**src/rtl/blkdma.sv**
```systemverilog
module blkdma #(
  parameter int NCH = 8,
  parameter int CW  = 16
) (
  input  logic              clk,
  input  logic              rst_n,
  input  logic              start,
  input  logic [NCH-1:0]    cfg_en,
  input  logic [NCH-1:0]    cfg_dir,
  input  logic [NCH-1:0]    cfg_fixed,
  input  logic [NCH-1:0]    cfg_rev,
  input  logic [3*NCH-1:0]  cfg_mode,
  input  logic [8*NCH-1:0]  cfg_bank,
  input  logic [8*NCH-1:0]  cfg_boff,
  input  logic [16*NCH-1:0] cfg_addr,
  input  logic [CW*NCH-1:0] cfg_count,
  input  logic [NCH-1:0]    abort,
  output logic [23:0]       a_addr,
  output logic              a_rd,
  output logic              a_wr,
  output logic [7:0]        a_wdata,
  input  logic [7:0]        a_rdata,
  output logic [7:0]        b_addr,
  output logic              b_rd,
  output logic              b_wr,
  output logic [7:0]        b_wdata,
  input  logic [7:0]        b_rdata,
  output logic              busy,
  output logic              done,
  output logic [NCH-1:0]    chan_en
);
  localparam int IW = (NCH > 1) ? $clog2(NCH) : 1;

  typedef enum logic [1:0] {S_IDLE, S_HEAD, S_XFER, S_FLUSH} st_t;

  st_t             st;
  logic [IW-1:0]   ch, nxt;
  logic            found;
  logic [15:0]     ptr;
  logic [CW-1:0]   cnt;
  logic [1:0]      idx;
  logic [NCH-1:0]  en, en_live;
  logic            pv, pto_a;
  logic [23:0]     paddr;
  logic [7:0]      pdata;
  logic            done_q;

  function automatic logic in_hole(input logic [23:0] a);
    return !a[22] && (a[15:8] == 8'h21 || a[15:9] == 7'h20 ||
                      a[15:5] == 11'h210 || a[15:7] == 9'h086);
  endfunction

  logic        dir_c;
  logic [2:0]  mode_c;
  logic [7:0]  bank_c, boff_c, off;
  logic [1:0]  term;
  logic [23:0] cur_a;
  logic        av, xv;
  logic [7:0]  rdat;
  logic        wr_go, last;

  assign dir_c  = cfg_dir[ch];
  assign mode_c = cfg_mode[ch*3 +: 3];
  assign bank_c = cfg_bank[ch*8 +: 8];
  assign boff_c = cfg_boff[ch*8 +: 8];
  assign cur_a  = {bank_c, ptr};

  always_comb begin
    case (mode_c)
      3'd1, 3'd5: term = {1'b0, idx[0]};
      3'd3, 3'd7: term = {1'b0, idx[1]};
      3'd4:       term = idx;
      default:    term = 2'd0;
    endcase
  end

  assign off  = boff_c + {6'd0, term};
  assign av   = !in_hole(cur_a);
  assign xv   = !(off == 8'h80 && (cur_a[23:17] == 7'h3F ||
                                   (!cur_a[22] && cur_a[15:13] == 3'd0)));
  assign rdat = dir_c ? (xv ? b_rdata : 8'h00) : (av ? a_rdata : 8'h00);

  assign en_live = en & ~abort;

  always_comb begin
    found = 1'b0;
    nxt   = '0;
    for (int i = NCH - 1; i >= 0; i--)
      if (en_live[i]) begin
        found = 1'b1;
        nxt   = IW'(i);
      end
  end

  assign wr_go   = (st == S_XFER || st == S_FLUSH) && pv;
  assign a_wr    = wr_go && pto_a;
  assign b_wr    = wr_go && !pto_a;
  assign a_rd    = (st == S_XFER) && !dir_c && av;
  assign b_rd    = (st == S_XFER) && dir_c && xv;
  assign a_addr  = a_wr ? paddr : cur_a;
  assign b_addr  = b_wr ? paddr[7:0] : off;
  assign a_wdata = pdata;
  assign b_wdata = pdata;
  assign busy    = (st != S_IDLE);
  assign done    = done_q;
  assign chan_en = en;
  assign last    = (cnt == CW'(1)) || !en_live[ch];

  always_ff @(posedge clk or negedge rst_n) begin
    if (!rst_n) begin
      st     <= S_IDLE;
      ch     <= '0;
      ptr    <= '0;
      cnt    <= '0;
      idx    <= '0;
      en     <= '0;
      pv     <= 1'b0;
      pto_a  <= 1'b0;
      paddr  <= '0;
      pdata  <= '0;
      done_q <= 1'b0;
    end else begin
      done_q <= 1'b0;
      case (st)
        S_IDLE: begin
          pv <= 1'b0;
          if (start) begin
            en <= cfg_en;
            st <= S_HEAD;
          end else begin
            en <= en_live;
          end
        end
        S_HEAD, S_FLUSH: begin
          pv <= 1'b0;
          en <= en_live;
          if (found) begin
            ch  <= nxt;
            ptr <= cfg_addr[nxt*16 +: 16];
            cnt <= cfg_count[nxt*CW +: CW];
            idx <= '0;
            st  <= S_XFER;
          end else begin
            st     <= S_IDLE;
            done_q <= 1'b1;
          end
        end
        S_XFER: begin
          pv    <= dir_c ? av : xv;
          pto_a <= dir_c;
          paddr <= dir_c ? cur_a : {16'd0, off};
          pdata <= rdat;
          if (!cfg_fixed[ch]) ptr <= cfg_rev[ch] ? ptr - 16'd1 : ptr + 16'd1;
          cnt <= cnt - CW'(1);
          idx <= idx + 2'd1;
          if (last) begin
            st <= S_FLUSH;
            en <= en_live & ~(NCH'(1) << ch);
          end else begin
            en <= en_live;
          end
        end
        default: st <= S_IDLE;
      endcase
    end
  end
endmodule

```
**config.mk**
```make
export PLATFORM = sky130hd
export DESIGN_NAME = blkdma
export DESIGN_NICKNAME = d
export VERILOG_FILES = /design/src/rtl/blkdma.sv
export SDC_FILE = /design/constraint.sdc
export NUM_CORES = 1
export LEC_CHECK = 0
export ABC_AREA = 1
export BUFFER_PORTS_ARGS = -buffer_cell sky130_fd_sc_hd__buf_2
export CAP_MARGIN = 20
export CORE_AREA = 2 2 209 211
export CTS_CLUSTER_SIZE = 12
export DETAILED_ROUTE_END_ITERATION = 6
export DIE_AREA = 0 0 211 213
export PLACE_DENSITY_LB_ADDON = 0.2
export REMOVE_ABC_BUFFERS = 1
export SYNTH_ARGS = -nofsm -noshare
export SYNTH_HDL_FRONTEND = slang
export SYNTH_SLANG_ARGS = --single-unit
```
**constraint.sdc**
```tcl
create_clock -name clk -period 3.3 [get_ports clk]
set_input_delay 0.495 -clock clk [delete_from_list [all_inputs] [get_ports clk]]
set_output_delay 0.495 -clock clk [all_outputs]
set_load 0.01 [all_outputs]
```
---- Word-level counts from Yosys, hierarchy flattened ----
Cells that the tools add are included.
operators by class
  $add $sub $neg .......................... 5
  multipliers ............................. 1
  order comparisons ....................... 1
  eq/ne operators ......................... 19
  shift-type cells ........................ 6
  muxes and demuxes ....................... 50
  bitwise operators ....................... 4
  reductions and logical operators ........ 34
operator list
  kind                     count
  $shiftx A128 B8 Y16      2
  $shiftx A64 B7 Y8        2
  $mux W16                 4
  $pmux W16 S2             2
  $mux W24                 2
  $mux W8                  6
  $sub A16 B1 Y16 const B  2
  $mux W3                  8
  $pmux W8 S3              1
  $shiftx A24 B6 Y3        1
  $add A16 B1 Y16 const B  1
  $and A8 B8 Y8            2
  $eq A16 B1 Y1 const B    1
  $not A8 Y8               2
  $mux W1                  15
  $eq A7 B6 Y1 const B     2
  $bmux W1 S3              4
  $pmux W2 S3              2
  $eq A11 B10 Y1 const B   1
  $logic_and A1 B1 Y1      10
  $eq A3 B3 Y1 const B     3
  $eq A9 B8 Y1 const B     1
  $add A8 B2 Y8            1
  $eq A8 B6 Y1 const B     1
  other kinds (22)         44
word-level totals
  bits in registers ....................... 82
  input bits .............................. 467
  output and inout bits ................... 62
  logic and storage cells ................. 131

---- Depth between registers and ports, before layout ----
  word-level depth ........................ 13
  mapped depth ............................ 25
  mapped depth without buffers ............ 22

---- Worst setup path before layout ----
Ideal clock, no wire load.
  path kind ............................... flip-flop to output port
  start ................................... reg ch[0]
  end ..................................... out b_rd
  data arrival time ....................... 2.935 ns
  data required time ...................... 2.805 ns
  setup slack ............................. -0.130 ns
  stages on the path, launching flop included .. 22
  buffers on the path ..................... 3
  path through ............................ dfrtp_1 -> buf_6 -> inv_4 -> nor2_1 -> buf_2 -> buf_2 -> a22o_1 -> a221oi_1 -> o21ai_0 -> inv_1 -> o211ai_1 -> nand2_1 -> ha_1 -> inv_1 -> fa_1 -> xor2_1 -> nor2_1 -> nand2_1 -> nor2_2 -> nand3_4 -> nand2_1 -> inv_1
on the way
  word-level cells in the longest chain between the ends .. 10
  elaborated cells on any way between the ends .. 24
  classes of those cells .................. 1 x add/sub; 1 x mul; 7 x eq/ne; 3 x shift; 3 x mux; 9 x reduce/logical
ends and longest elaborated chain
  what                                  line  source
  start, declared                       37    logic [IW-1:0] ch, nxt;
  start signal, assigned                138   ch <= nxt;
  $mul A3 B2 Y5                         63    assign mode_c = cfg_mode[ch*3 +: 3];
  $shiftx A24 B6 Y3                     63
  $eq A3 B2 Y1 (tied with other cells)  69    case (mode_c)
  $reduce_or A2 Y1                      69
  $pmux W2 S3                           69
  $add A8 B2 Y8                         77    assign off = boff_c + {6'd0, term};
  $eq A8 B8 Y1                          79    assign xv = !(off == 8'h80 && (cur_a[23:17] == 7'h3F ||
  $logic_and A1 B1 Y1                   79
  $logic_not A1 Y1                      79
  $logic_and A1 B1 Y1 *                 99    assign b_rd = (st == S_XFER) && dir_c && xv;
  end, declared                         24    output logic b_rd,
Mark *: on every way between the ends. The rest lies on a longest branch, timed or not. The select of a mux whose other input is x is not followed.

---- Final worst setup path ----
Same ends and word-level chain as after synthesis.

==> metrics.yaml <==
core-area_sq_um: 42700
wl_per_cell_um: 16.7
postLayoutSetupSlackWorst_ns: -0.420
maxSlewViolCount: 0
clock-root-buffer: "clkbuf_16"
ys.flop_type: "dfrtp_1"
synth_top_cell_area_share_pct: 23.9
layout.cell_area.non_filler_sq_um: 14400
post-place-ws_ns: -0.386
cts-root-to-sink-buffers: 2
final_min_period_over_clock_period_pct: 113
wl_um: 48600
ys_seq_area_share_pct: 20.5
relSlewSlack_pct: 48.7
detail-route-antenna-nets: 0
grt_max_degree: 59
dieWidth_um: 211
grt_util_all_layers_pct: 20.7
clock_latency_ns: 0.36
tritoncts: "built"
core.rowCount: 76
clock_tree.htree_level_count: 3
synthesis.instances: 1810
place_area_sq_um: 13700
critPathCaptureType: "primary output"
rsz0062_at_grt: "yes"
grt_pass1_wl_um: 72500
dr.first_iter.drc_count: 778
layout-drive-gt1-share_pct: 31.5
netSwitchingFraction_pct: 55.5
cts_inserted_buffers: 9
cp_data_arrival_time_ns: 3.23
number_of_placed_cells_counting_well_taps: 2881
worst_ep_required_time_ns: 2.80
internal_power_uw: 7300
cellPowerDensity_nw_per_um2: 1140
dr_vias: 13700
avgViaCountPerCell: 4.73
total_of_buffers_placed_on_input_and_output_ports: 528
synth-edff-count: 0
cap_violations: 0
report.final.setup_viol: 8
clock_sink_count: 82
final_cells: 2906
worst_hold_path_type: "in2async"
reg2reg_slack_ns: 0.20
drc: 0
combPwrFrac_pct: 80.7
first_global_vias: 13100
cts.reportedPaths.clkPinSlew_ns: 0.08
yosysTopAreaCell: "nand2_1"
tightestPinTransition_ns: 0.770
violations: "negative setup slack"
total_power_uw: 16400
net-switching-power_uw: 9110
gpl.final_weighted_congestion: 0.921
diodes: 0
floorplan.die.height_um: 213
synth_area_sq_um: 10000
global_route.overflow_total: 0
netlist-cell-type-count: 46
layout_min_cycle_time_ns: 3.72
power.sequential.fraction_pct: 12.1
timing.setup.critical_path_class: "reg2out"
postSynth.asyncResetShare_pct: 100
post-dp-hpwl_um: 39000
timing.critical_path.from_type: "register"
reg2reg_to: "ptr[15]$_DFFE_PN0P_"
yosys-top-cells-area: "nand2_1 (24%), dfrtp_1 (20%), nand3_1 (13%)"
critical_path.reg2reg.startpoint: "ch[0]$_DFFE_PN0P_"
nNetsFinal: 2842
power_leakage_uw: 0.00822
run_status: "finished with violations"
yosys_register_bits: 82
die-area_sq_um: 44900
synthToLayoutAreaGrowth_pct: 43.9
cts-hold-fix-buffers: 0
ff2ff_path_depth: 22
achievable-frequency_mhz: 269
initial_core_utilization_pct: 23.5
synth_warn: 0
final-hold-violation-count: 0
grt_antenna_before_repair: 0
p_clk_share_pct: 7.2
vdd.ir_drop.worst_mv: 0.476
fin_skew_ns: 0.0114
design.portCount: 529
syn_avg_cell_area_sq_um: 5.53
drt_first_pass_iters: 5
path_max_fanout: 6
==> repair_timing <==
action | CTS | global route
pin swaps | 22 | 15
endpoints found under the setup margin | 28 | 20
endpoints found under the hold margin | 0 | 0
buffers inserted | 7 | 4
gates resized for setup | 51 | 43
==> placed cells by master (no fill, tap or decap), types with 3 or more instances in the layout <==
cell and instances:
inv_1 240, a22o_1 10, o21ai_1 5, a22oi_1 16
nor2_4 4, o31ai_1 3, nand4_1 24, ha_1 14
o22ai_1 16, nand2_4 4, inv_6 5, o21ai_2 9
ha_4 3, buf_4 109, nand3_1 264, a21oi_1 53
nor3_1 5, a21oi_4 3, clkbuf_16 9, xnor2_1 4
a21oi_2 4, o211ai_1 14, nand2_2 10, nand3b_1 28
nor2_1 90, buf_2 521, xor2_1 5, buf_12 5
nor3_2 3, nor2_2 10, inv_2 13, buf_6 11
nand2_1 628, a21o_1 5, dfrtp_1 80, o21ai_0 101
==> logic make-up (layout without fill, tap and decap cells) <==
logic type	count (synthesis)	after routing	synth area share (%)
fa+ha+maj	20	20	2.65
flops	82	82	20.5
buf+inv	368	918	15.3
simple gates	1075	1075	45.9
compound gates	255	255	14.7
xor+xnor	10	10	0.949
==> power by group through the flow <==
stage / logic (uW) / registers (uW) / clock network, uW
floorplan: 7190 / 1970 / 0
global placement: 12600 / 1970 / 0
detailed placement: 12600 / 1970 / 0
CTS: 13000 / 1970 / 1230
global route: 14800 / 2060 / 1260
finish: 13200 / 1990 / 1180
==> Yosys cell counts (4+ instances only) <==
cell type and n:
buf_2 40, buf_1 9, nand4_1 24, dfrtp_1 82, nor2_1 99, nor2_2 4
o211ai_1 14, o21ai_0 116, buf_4 13, nand3_1 264, nor3_1 8, nand3b_1 28
xor2_1 5, a22o_1 10, a21o_1 5, buf_6 4, a22oi_1 17, inv_1 247
xnor2_1 4, a21oi_1 59, ha_1 18, inv_2 6, nand2_1 638, o22ai_1 18
clkbuf_1 44
==> worst max path at each step <==
stage	startpoint	to	depth (start not counted)
finish	ch[0]$_DFFE_PN0P_	b_rd	19
detailed placement	ch[0]$_DFFE_PN0P_	b_rd	19
CTS	ch[0]$_DFFE_PN0P_	b_rd	18
global placement	ch[0]$_DFFE_PN0P_	b_rd	20
floorplan	abort[0]	ptr[1]$_DFFE_PN0P_	10
global route	ch[1]$_DFFE_PN0P_	b_rd	23
==> stage by stage <==
step	hold slack [ns]	TNS, ns	utilization (%)
CTS	0.217	-1.58	33.3
global route	0.235	-3.27	33.8
detailed placement	0.474	-3.16	32.1
global placement	0.468	-1.59	32.1
floorplan	0.199	-86.25	-
finish	0.177	-1.80	33.8
==> sequential cells by signal, summed over array words and instances (netlist names) <==
register,flops
paddr,24
cnt,16
ptr,16
a_wdata,8
chan_en,8
ch,3
idx,2
st,2
done,1
pto_a,1
pv,1
==> critical path: stages, from the launching register on <==
cell      delay, ns
dfrtp_2        0.49
inv_4          0.10
nor2_4         0.05
a22o_1         0.22
a221oi_2       0.20
o21ai_2        0.09
inv_1          0.07
o211ai_1       0.08
nand2_1        0.14
ha_4           0.18
inv_2          0.04
fa_2           0.36
xor2_1         0.20
nor2_2         0.09
nand2_1        0.06
nor2_2         0.16
nand3_4        0.09
nand2_2        0.07
inv_2          0.04
buf_6          0.11
==> final cells by class <==
cell class	count	area [sq um]
sequential	82	2050
timing repair buffer	646	3650
tap	546	683
fill	4811	28300
inverter	256	968
clock inverter	7	106
clock buffer	9	225
multi-input combinational	1360	6730
==> per-layer routing <==
metal	track usage [%]	up-vias	part of all wire, %
li1	-	6895	-
met1	26.3	6247	44
met2	36.4	526	48
met3	2.24	69	5.2
met4	7.41	0	2.9
met5	0	-	0
Note: power is estimated with default switching activity, not from simulation.
